[src/rtl/tlbr_pkg.sv]
`timescale 1ns/1ps
package tlbr_pkg;

  typedef enum logic [3:0] {
    CZ_OK        = 4'd0,
    CZ_F_MISS    = 4'd1,
    CZ_F_MULTI   = 4'd2,
    CZ_F_PRIV    = 4'd3,
    CZ_F_PROHIB  = 4'd4,
    CZ_D_MISS    = 4'd5,
    CZ_D_MULTI   = 4'd6,
    CZ_D_PRIV    = 4'd7,
    CZ_LD_PROHIB = 4'd8,
    CZ_ST_PROHIB = 4'd9
  } cause_e;

  typedef enum logic [1:0] {
    CM_BYPASS  = 2'd0,
    CM_WBACK   = 2'd1,
    CM_WTHRU   = 2'd2,
    CM_ISOLATE = 2'd3
  } cache_e;

  typedef struct packed {
    logic x;
    logic w;
    logic r;
  } rights_t;

  localparam int unsigned ATTR_W = 4;
  localparam int unsigned NRING  = 4;
  localparam int unsigned RING_W = 2;

endpackage

[src/rtl/tlbr_way.sv]
`timescale 1ns/1ps
module tlbr_way #(
  parameter int unsigned VA_W   = 32,
  parameter int unsigned IDX_W  = 2,
  parameter int unsigned SHIFT  = 12,
  parameter int unsigned ASID_W = 8
) (
  input  logic                          clk,
  input  logic                          rst_n,
  input  logic                          wr_en,
  input  logic [VA_W-1:0]               wr_vaddr,
  input  logic [VA_W-1:0]               wr_paddr,
  input  logic [ASID_W-1:0]             wr_asid,
  input  logic [tlbr_pkg::ATTR_W-1:0]   wr_attr,
  input  logic [VA_W-1:0]               lk_vaddr,
  output logic                          rd_match,
  output logic [ASID_W-1:0]             rd_asid,
  output logic [tlbr_pkg::ATTR_W-1:0]   rd_attr,
  output logic [VA_W-1:0]               rd_pbase,
  output logic [VA_W-1:0]               rd_mask
);
  localparam int unsigned DEPTH = 1 << IDX_W;
  localparam logic [VA_W-1:0] OFF_MASK = VA_W'((64'd1 << SHIFT) - 64'd1);

  logic [VA_W-1:0]             vb_q   [DEPTH];
  logic [VA_W-1:0]             pb_q   [DEPTH];
  logic [ASID_W-1:0]           asid_q [DEPTH];
  logic [tlbr_pkg::ATTR_W-1:0] attr_q [DEPTH];

  logic [IDX_W-1:0] wr_idx;
  logic [IDX_W-1:0] lk_idx;

  assign wr_idx = wr_vaddr[SHIFT +: IDX_W];
  assign lk_idx = lk_vaddr[SHIFT +: IDX_W];

  // Entry storage; identifier 0 marks an empty slot
  always_ff @(posedge clk) begin
    if (!rst_n) begin
      for (int i = 0; i < DEPTH; i++) begin
        vb_q[i]   <= '0;
        pb_q[i]   <= '0;
        asid_q[i] <= '0;
        attr_q[i] <= '0;
      end
    end else if (wr_en) begin
      vb_q[wr_idx]   <= wr_vaddr & ~OFF_MASK;
      pb_q[wr_idx]   <= wr_paddr & ~OFF_MASK;
      asid_q[wr_idx] <= wr_asid;
      attr_q[wr_idx] <= wr_attr;
    end
  end

  // Page compare against this way's own page size
  assign rd_match = ((lk_vaddr & ~OFF_MASK) == vb_q[lk_idx]) && (asid_q[lk_idx] != '0);
  assign rd_asid  = asid_q[lk_idx];
  assign rd_attr  = attr_q[lk_idx];
  assign rd_pbase = pb_q[lk_idx];
  assign rd_mask  = OFF_MASK;

endmodule

[src/rtl/tlbr_ring_map.sv]
`timescale 1ns/1ps
module tlbr_ring_map #(
  parameter int unsigned ASID_W = 8
) (
  input  logic [tlbr_pkg::NRING*ASID_W-1:0] rasid,
  input  logic [ASID_W-1:0]                 asid,
  output logic                              found,
  output logic [tlbr_pkg::RING_W-1:0]       ring
);
  // Scan from the top byte down so the lowest matching byte wins
  always_comb begin
    found = 1'b0;
    ring  = '0;
    for (int b = tlbr_pkg::NRING - 1; b >= 0; b--) begin
      if (rasid[b*ASID_W +: ASID_W] == asid) begin
        found = 1'b1;
        ring  = tlbr_pkg::RING_W'(b);
      end
    end
  end
endmodule

[src/rtl/tlbr_attr_decode.sv]
`timescale 1ns/1ps
module tlbr_attr_decode
  import tlbr_pkg::*;
(
  input  logic [ATTR_W-1:0] attr,
  output rights_t           rights,
  output cache_e            cache
);
  // attribute code to rights and cache mode
  always_comb begin
    rights = '0;
    cache  = CM_BYPASS;
    if (attr < 4'd12) begin
      rights.r = 1'b1;
      rights.x = attr[0];
      rights.w = attr[1];
      cache    = cache_e'(attr[3:2]);
    end else if (attr == 4'd13) begin
      rights.r = 1'b1;
      rights.w = 1'b1;
      cache    = CM_ISOLATE;
    end
  end
endmodule

[src/rtl/tlbr_refill_ptr.sv]
`timescale 1ns/1ps
module tlbr_refill_ptr #(
  parameter int unsigned PTR_W = 8
) (
  input  logic       clk,
  input  logic       rst_n,
  input  logic       bump,
  output logic [1:0] next_way
);
  logic [PTR_W-1:0] ptr_q;
  logic [PTR_W-1:0] ptr_inc;

  // Increment first, then the low two bits pick the way
  assign ptr_inc  = ptr_q + PTR_W'(1);
  assign next_way = ptr_inc[1:0];

  always_ff @(posedge clk) begin
    if (!rst_n) ptr_q <= '0;
    else if (bump) ptr_q <= ptr_inc;
  end

  a_r10_ptr_step: assert property (@(posedge clk) disable iff (!rst_n)
    bump |=> ptr_q == $past(ptr_q) + PTR_W'(1));

  a_r10_ptr_hold: assert property (@(posedge clk) disable iff (!rst_n)
    !bump |=> $stable(ptr_q));
endmodule

[src/rtl/tlbr_lookup.sv]
`timescale 1ns/1ps
module tlbr_lookup
  import tlbr_pkg::*;
#(
  parameter int unsigned VA_W        = 32,
  parameter int unsigned NWAYS       = 6,
  parameter int unsigned IDX_W       = 2,
  parameter int unsigned SMALL_WAYS  = 4,
  parameter int unsigned SMALL_SHIFT = 12,
  parameter int unsigned LARGE_SHIFT = 20,
  parameter int unsigned ASID_W      = 8,
  parameter int unsigned PTR_W       = 8,
  parameter bit          IS_DATA     = 1'b1,
  localparam int unsigned WAY_W      = $clog2(NWAYS),
  localparam int unsigned RAS_W      = NRING * ASID_W
) (
  input  logic              clk,
  input  logic              rst_n,
  input  logic              req_valid,
  output logic              req_ready,
  input  logic [VA_W-1:0]   req_vaddr,
  input  logic              req_write,
  input  logic [1:0]        req_ring,
  output logic              res_valid,
  input  logic              res_ready,
  output logic [3:0]        res_fault,
  output logic [VA_W-1:0]   res_paddr,
  output logic [2:0]        res_rights,
  output logic [1:0]        res_cache,
  output logic [1:0]        res_ring,
  input  logic              wr_en,
  input  logic              wr_auto,
  input  logic [WAY_W-1:0]  wr_way,
  input  logic [VA_W-1:0]   wr_vaddr,
  input  logic [VA_W-1:0]   wr_paddr,
  input  logic [ASID_W-1:0] wr_asid,
  input  logic [3:0]        wr_attr,
  input  logic              rasid_we,
  input  logic [RAS_W-1:0]  rasid_wdata
);
  localparam int unsigned CNT_W = $clog2(NWAYS + 1);

  function automatic logic [RAS_W-1:0] rasid_init();
    logic [RAS_W-1:0] v;
    v = '0;
    for (int b = 0; b < NRING; b++) v[b*ASID_W +: ASID_W] = ASID_W'(b + 1);
    return v;
  endfunction
  localparam logic [RAS_W-1:0] RASID_RST = rasid_init();

  // Ring register
  logic [RAS_W-1:0] rasid_q;
  always_ff @(posedge clk) begin
    if (!rst_n) rasid_q <= RASID_RST;
    else if (rasid_we) rasid_q <= rasid_wdata;
  end

  // Refill pointer and write target
  logic [1:0]       auto_way;
  logic [WAY_W-1:0] tgt_way;

  tlbr_refill_ptr #(.PTR_W(PTR_W)) u_ptr (
    .clk(clk), .rst_n(rst_n), .bump(wr_en && wr_auto), .next_way(auto_way)
  );
  assign tgt_way = wr_auto ? WAY_W'(auto_way) : wr_way;

  // Parallel ways
  logic [NWAYS-1:0]   w_match;
  logic [NWAYS-1:0]   w_found;
  logic [NWAYS-1:0]   hit;
  logic [RING_W-1:0]  w_ring  [NWAYS];
  logic [ASID_W-1:0]  w_asid  [NWAYS];
  logic [ATTR_W-1:0]  w_attr  [NWAYS];
  logic [VA_W-1:0]    w_pbase [NWAYS];
  logic [VA_W-1:0]    w_mask  [NWAYS];

  for (genvar w = 0; w < NWAYS; w++) begin : g_way
    localparam int unsigned WSH = (w < SMALL_WAYS) ? SMALL_SHIFT : LARGE_SHIFT;

    tlbr_way #(.VA_W(VA_W), .IDX_W(IDX_W), .SHIFT(WSH), .ASID_W(ASID_W)) u_way (
      .clk(clk), .rst_n(rst_n),
      .wr_en(wr_en && (tgt_way == WAY_W'(w))),
      .wr_vaddr(wr_vaddr), .wr_paddr(wr_paddr), .wr_asid(wr_asid), .wr_attr(wr_attr),
      .lk_vaddr(req_vaddr),
      .rd_match(w_match[w]), .rd_asid(w_asid[w]), .rd_attr(w_attr[w]),
      .rd_pbase(w_pbase[w]), .rd_mask(w_mask[w])
    );

    tlbr_ring_map #(.ASID_W(ASID_W)) u_ring (
      .rasid(rasid_q), .asid(w_asid[w]), .found(w_found[w]), .ring(w_ring[w])
    );

    assign hit[w] = w_match[w] && w_found[w];
  end

  // Hit count and selection of the single hitting way
  logic [CNT_W-1:0]  hit_cnt;
  logic [RING_W-1:0] sel_ring;
  logic [ATTR_W-1:0] sel_attr;
  logic [VA_W-1:0]   sel_pbase;
  logic [VA_W-1:0]   sel_mask;

  assign hit_cnt = CNT_W'($countones(hit));

  always_comb begin
    sel_ring  = '0;
    sel_attr  = '0;
    sel_pbase = '0;
    sel_mask  = '0;
    for (int w = NWAYS - 1; w >= 0; w--) begin
      if (hit[w]) begin
        sel_ring  = w_ring[w];
        sel_attr  = w_attr[w];
        sel_pbase = w_pbase[w];
        sel_mask  = w_mask[w];
      end
    end
  end

  rights_t dec_rights;
  cache_e  dec_cache;
  tlbr_attr_decode u_dec (.attr(sel_attr), .rights(dec_rights), .cache(dec_cache));

  // Side mask and permission check
  rights_t side_rights;
  logic    need_ok;
  always_comb begin
    side_rights = dec_rights;
    if (IS_DATA) side_rights.x = 1'b0;
    else begin
      side_rights.r = 1'b0;
      side_rights.w = 1'b0;
    end
    if (IS_DATA) need_ok = req_write ? side_rights.w : side_rights.r;
    else         need_ok = side_rights.x;
  end

  // Fault precedence: multi-hit, miss, privilege, prohibited
  cause_e            nx_fault;
  logic [VA_W-1:0]   nx_paddr;
  logic [2:0]        nx_rights;
  logic [1:0]        nx_cache;
  logic [RING_W-1:0] nx_ring;
  always_comb begin
    nx_paddr  = '0;
    nx_rights = '0;
    nx_cache  = '0;
    nx_ring   = '0;
    if (hit_cnt > CNT_W'(1))       nx_fault = IS_DATA ? CZ_D_MULTI : CZ_F_MULTI;
    else if (hit_cnt == '0)        nx_fault = IS_DATA ? CZ_D_MISS  : CZ_F_MISS;
    else if (sel_ring < req_ring)  nx_fault = IS_DATA ? CZ_D_PRIV  : CZ_F_PRIV;
    else if (!need_ok) begin
      if (IS_DATA) nx_fault = req_write ? CZ_ST_PROHIB : CZ_LD_PROHIB;
      else         nx_fault = CZ_F_PROHIB;
    end else begin
      nx_fault  = CZ_OK;
      nx_paddr  = sel_pbase | (req_vaddr & sel_mask);
      nx_rights = side_rights;
      nx_cache  = dec_cache;
      nx_ring   = sel_ring;
    end
  end

  // Registered result stage
  logic accept;
  assign req_ready = !res_valid || res_ready;
  assign accept    = req_valid && req_ready;

  always_ff @(posedge clk) begin
    if (!rst_n) begin
      res_valid  <= 1'b0;
      res_fault  <= '0;
      res_paddr  <= '0;
      res_rights <= '0;
      res_cache  <= '0;
      res_ring   <= '0;
    end else if (accept) begin
      res_valid  <= 1'b1;
      res_fault  <= nx_fault;
      res_paddr  <= nx_paddr;
      res_rights <= nx_rights;
      res_cache  <= nx_cache;
      res_ring   <= nx_ring;
    end else if (res_ready) begin
      res_valid  <= 1'b0;
    end
  end

  a_r11_hold: assert property (@(posedge clk) disable iff (!rst_n)
    (res_valid && !res_ready) |=> (res_valid && $stable(res_fault) && $stable(res_paddr)
                                   && $stable(res_rights)));

  a_r11_one_cycle: assert property (@(posedge clk) disable iff (!rst_n)
    accept |=> res_valid);

  a_r13_fault_clean: assert property (@(posedge clk) disable iff (!rst_n)
    (res_valid && res_fault != 4'd0) |-> (res_paddr == '0 && res_rights == '0 && res_ring == '0));

  a_r3_multi_first: assert property (@(posedge clk) disable iff (!rst_n)
    (accept && hit_cnt > CNT_W'(1)) |=> (res_fault == (IS_DATA ? 4'd6 : 4'd2)));

  a_r8_side_mask: assert property (@(posedge clk) disable iff (!rst_n)
    res_valid |-> (IS_DATA ? !res_rights[2] : (res_rights[1:0] == 2'b00)));

endmodule

[config.mk]
export PLATFORM = sky130hd
export DESIGN_NAME = tlbr_lookup
export DESIGN_NICKNAME = d
export VERILOG_FILES = /design/src/rtl/tlbr_pkg.sv /design/src/rtl/tlbr_way.sv /design/src/rtl/tlbr_ring_map.sv /design/src/rtl/tlbr_attr_decode.sv /design/src/rtl/tlbr_refill_ptr.sv /design/src/rtl/tlbr_lookup.sv
export SDC_FILE = /design/constraint.sdc
export NUM_CORES = 2
export LEC_CHECK = 0
export ABC_AREA = 1
export CAP_MARGIN = 10
export CORE_MARGIN = 4
export CORE_UTILIZATION = 35
export CTS_CLUSTER_DIAMETER = 120
export DETAILED_ROUTE_END_ITERATION = 7
export PLACE_DENSITY = 0.47
export SLEW_MARGIN = 25
export SYNTH_ARGS = -nofsm -noshare
export SYNTH_HDL_FRONTEND = slang
export SYNTH_SLANG_ARGS = --single-unit
[constraint.sdc]
create_clock -name clk -period 18.81 [get_ports clk]
set_input_delay 3.762 -clock clk [delete_from_list [all_inputs] [get_ports clk]]
set_output_delay 3.762 -clock clk [all_outputs]
set_load 0.01 [all_outputs]
==> metrics.md <==
| Metric | Value |
|---|---|
| Outcome | `finished, final reports clean` |
| NumNets Final | `6131` |
| Tightest Hold Check Type | `reg -> reg` |
| Leak pwr | `24.9 nW` |
| Buffers on Ports | `172` |
| Critical path type | `in -> reg` |
| Area delta synth->final | `14.0%` |
| Synth Area per Inst | `9.52 sq um` |
| Post-Syn Instances | `6023` |
| # clock sinks | `1197` |
| Die height | `413 microns` |
| Std-Cell Rows | `148` |
| Register area share after synthesis | `61.3%` |
| Hold Buf Count CTS | `0` |
| FILL cells | `16000` |
| Clock Path Buffers | `3` |
| Max_cap viols | `0` |
| Max VDD drop | `97.2 uV` |
| Fmax | `95.6 MHz` |
| Synth Flop Type | `edfxtp_1` |
| Synth Warn # | `0` |
| Final Max Tran Viols | `0` |
| All-layer global routing usage | `23.9%` |
| Resized cells post-CTS | `0` |
| FF+latch count, synth | `1197` |
| Headroom to the max-slew limit | `27.4%` |
| Die width | `413 microns` |
| Die area | `0.170 sq mm` |
| Tcrit/Tclk final | `55.6%` |
| Worst Path Required | `19.51 ns` |
| CP max-delay cell | `nor2_1` |
| Root Buffer | `clkbuf_16` |
| Post-CTS Setup Inserts | `0` |
| Number of CTS-inserted buffers | `143` |
| Crit end category | `register` |
| Post-synth EDFFs | `1120` |
| Cell Area, Synth | `0.0574 sq mm` |
| Cell family with most CP delay | `simple AND/OR/NAND/NOR gates` |
| Starting Density | `35.2%` |
| CTS tree | `built` |
| Routability Congestion | `0.883` |
| Worst Max-Slew Pin Slew | `1.09 ns` |
| Post-Route Skew | `0.0335 ns` |
| Iteration-0 DRC Markers | `4071` |
| Startpoint Class | `primary input` |
| Hold Violations, Final | `0` |
| DRT Pass-1 Iters | `6` |
| Total gr overflow | `0` |
| Initial antenna violation count | `1` |
| First-pass GRT wire length | `299000 microns` |
| Post-DRT Antenna Nets | `0` |
| Ys async rst share | `0%` |
| Core area | `0.163 sq mm` |
| Cell variety after synth | `60` |
| Final wirelength | `208000 microns` |
| Fin crit period | `10.46 ns` |
| Antenna cells | `0` |
| Tot Pwr | `6.45 mW` |
| Largest net degree at the start of global routing | `106` |
| Critical Path Max Stage Delay | `0.53 ns` |
| RSZ-0062 raised after global routing | `no` |
| Number of I/O pins | `198` |
| Vias in the first global route | `42000` |
| Finish-stage setup viols | `0` |
| Detailed Place HPWL | `120000 microns` |
| WP buf/inv | `10` |
| Share of cells above drive strength 1 | `6.90%` |
| Critical path arrival | `11.15 ns` |
| PwrDens | `98.6 mW/mm^2` |
| Clock transition at path regs | `0.06 ns` |
| Post-route DRC | `0` |
| Vias | `44000` |
| CTS H-tree depth | `4` |
| Final TNS setup | `0 ns` |
| Critical-path maximum fanout | `105` |
| Post-DR vias/cell | `5.33` |
| Worst skew pair latency | `0.79 ns` |
| Drt wl/cell | `25.2 microns` |
| Reg-to-reg setup timing slack | `12.61 ns` |
[metal layers]
| layer | GRT usage, % | wire, microns | vias to the layer above |
|---|---|---|---|
| li1 | - | - | 20400 |
| met1 | 33.0 | 93600 | 22100 |
| met2 | 38.8 | 97000 | 1268 |
| met3 | 3.61 | 11100 | 286 |
| met4 | 7.70 | 6480 | 0 |
| met5 | 0 | 0 | - |
[power by group]
| part | internal [mW] | total (mW) | switching, mW | leakage [nW] |
|---|---|---|---|---|
| Combinational | 0.150 | 0.608 | 0.459 | 10.4 |
| Sequential | 3.02 | 3.05 | 0.0368 | 12.2 |
| Clock | 1.63 | 2.79 | 1.15 | 2.27 |
[registers in the layout, summed over array words and instances (netlist names)]
register / count
g_way.u_way.pb_q: 416
g_way.u_way.vb_q: 416
g_way.u_way.asid_q: 192
g_way.u_way.attr_q: 96
rasid_q: 32
res_paddr: 32
res_fault: 4
res_cache: 2
res_rights: 2
res_ring: 2
u_ptr.ptr_q: 2
res_valid: 1
[layout by cell type, fill, tap and decap left out, types with 32 or more instances in the layout]
master / Yosys / final
a32o_1: 32 / 32
nor2_1: 1207 / 1207
clkinv_1: 17 / 47
clkbuf_16: 0 / 148
dfxtp_1: 77 / 77
nor3_1: 284 / 284
clkdlybuf4s50_1: 0 / 166
nand2_1: 1247 / 1226
buf_4: 29 / 81
inv_1: 188 / 172
nand4_1: 53 / 53
edfxtp_1: 1120 / 1120
o22ai_1: 41 / 41
clkbuf_1: 345 / 32
xor2_1: 174 / 174
nand3_1: 443 / 443
o21ai_0: 294 / 282
a21oi_1: 172 / 172
[worst register-to-register path: cells and delay by family (launching register included)]
kind	cells	cell delay, ns
and+or+nand+nor	12	2.87
adders and majority gates	4	1.66
buffers and inverters	7	0.99
DFF	1	0.37
AOI/OAI and AO/OA	2	0.24
[final timing paths]
kind | startpoint | end | cells after the start
max reg2reg | g_way[3].u_way.asid_q[1][2] | res_paddr[14] | 25
min reg2reg | res_paddr[13] | res_paddr[13] | 2
min | res_paddr[13] | res_paddr[13] | 2
max | req_vaddr[12] | res_paddr[14] | 28
[layout make-up]
cell class / count / area, sq um / share of cell area (%)
flip-flops and latches: 1197 / 35200 / 53.8
multi-input cells: 4155 / 19500 / 29.9
clock buffers: 186 / 3910 / 5.97
well taps: 2175 / 2720 / 4.16
repair buffers: 257 / 2440 / 3.73
inverters: 219 / 862 / 1.32
clock inverters: 74 / 753 / 1.15
[per-stage QoR]
step	util [%]	cell area (sq um)	setup slack (ns)	instances	hold WS, ns
finish	40.2	65400	8.35	8263	0.464
global route	40.2	65400	7.95	8263	0.474
floorplan	-	57400	10.30	6047	0.475
global placement	37.2	60600	7.49	8000	0.452
detailed placement	37.3	60600	7.45	8000	0.455
CTS	40.1	65300	8.25	8260	0.465
[synthesized netlist by cell type (all sizes together), types with 2 or more instances]
cell        n  area (sq um)
a21oi     176           903
a32o       32           320
a32oi       5          43.8
and2        3          20.0
and3        3          18.8
buf       131           900
clkbuf    345          1290
clkinv     17          63.8
dfxtp      77          1540
edfxtp   1120         33600
fa          3          60.1
ha          2          25.0
inv       202           763
nand2    1265          4800
nand3     444          2230
nand3b      3          22.5
nand4      53           332
nor2     1209          4560
nor3      284          1420
nor3b       2          15.0
nor4       10          75.1
o2111ai     2          17.5
o211ai     26           195
o21ai     304          1540
o221a      20           225
o221ai     23           201
o22a       12           110
o22ai      41           257
o31ai       4          30.0
o32ai       3          26.3
or2        18           113
xnor2       2          17.5
xor2      174          1520
[cell families (layout without fill, tap and decap cells)]
| group | after synthesis | in the layout | share of synthesized area [%] |
|---|---|---|---|
| AO/OA/AOI/OAI | 653 | 653 | 6.81 |
| XOR/XNOR | 176 | 176 | 2.69 |
| adder cells (fa/ha/maj) | 5 | 5 | 0.148 |
| buffers and inverters | 695 | 736 | 5.27 |
| flip-flops | 1197 | 1197 | 61.3 |
| other | 1 | 25 | 0.00654 |
| AND/OR/NAND/NOR | 3296 | 3296 | 23.7 |
(Power assumes the default switching activity.)
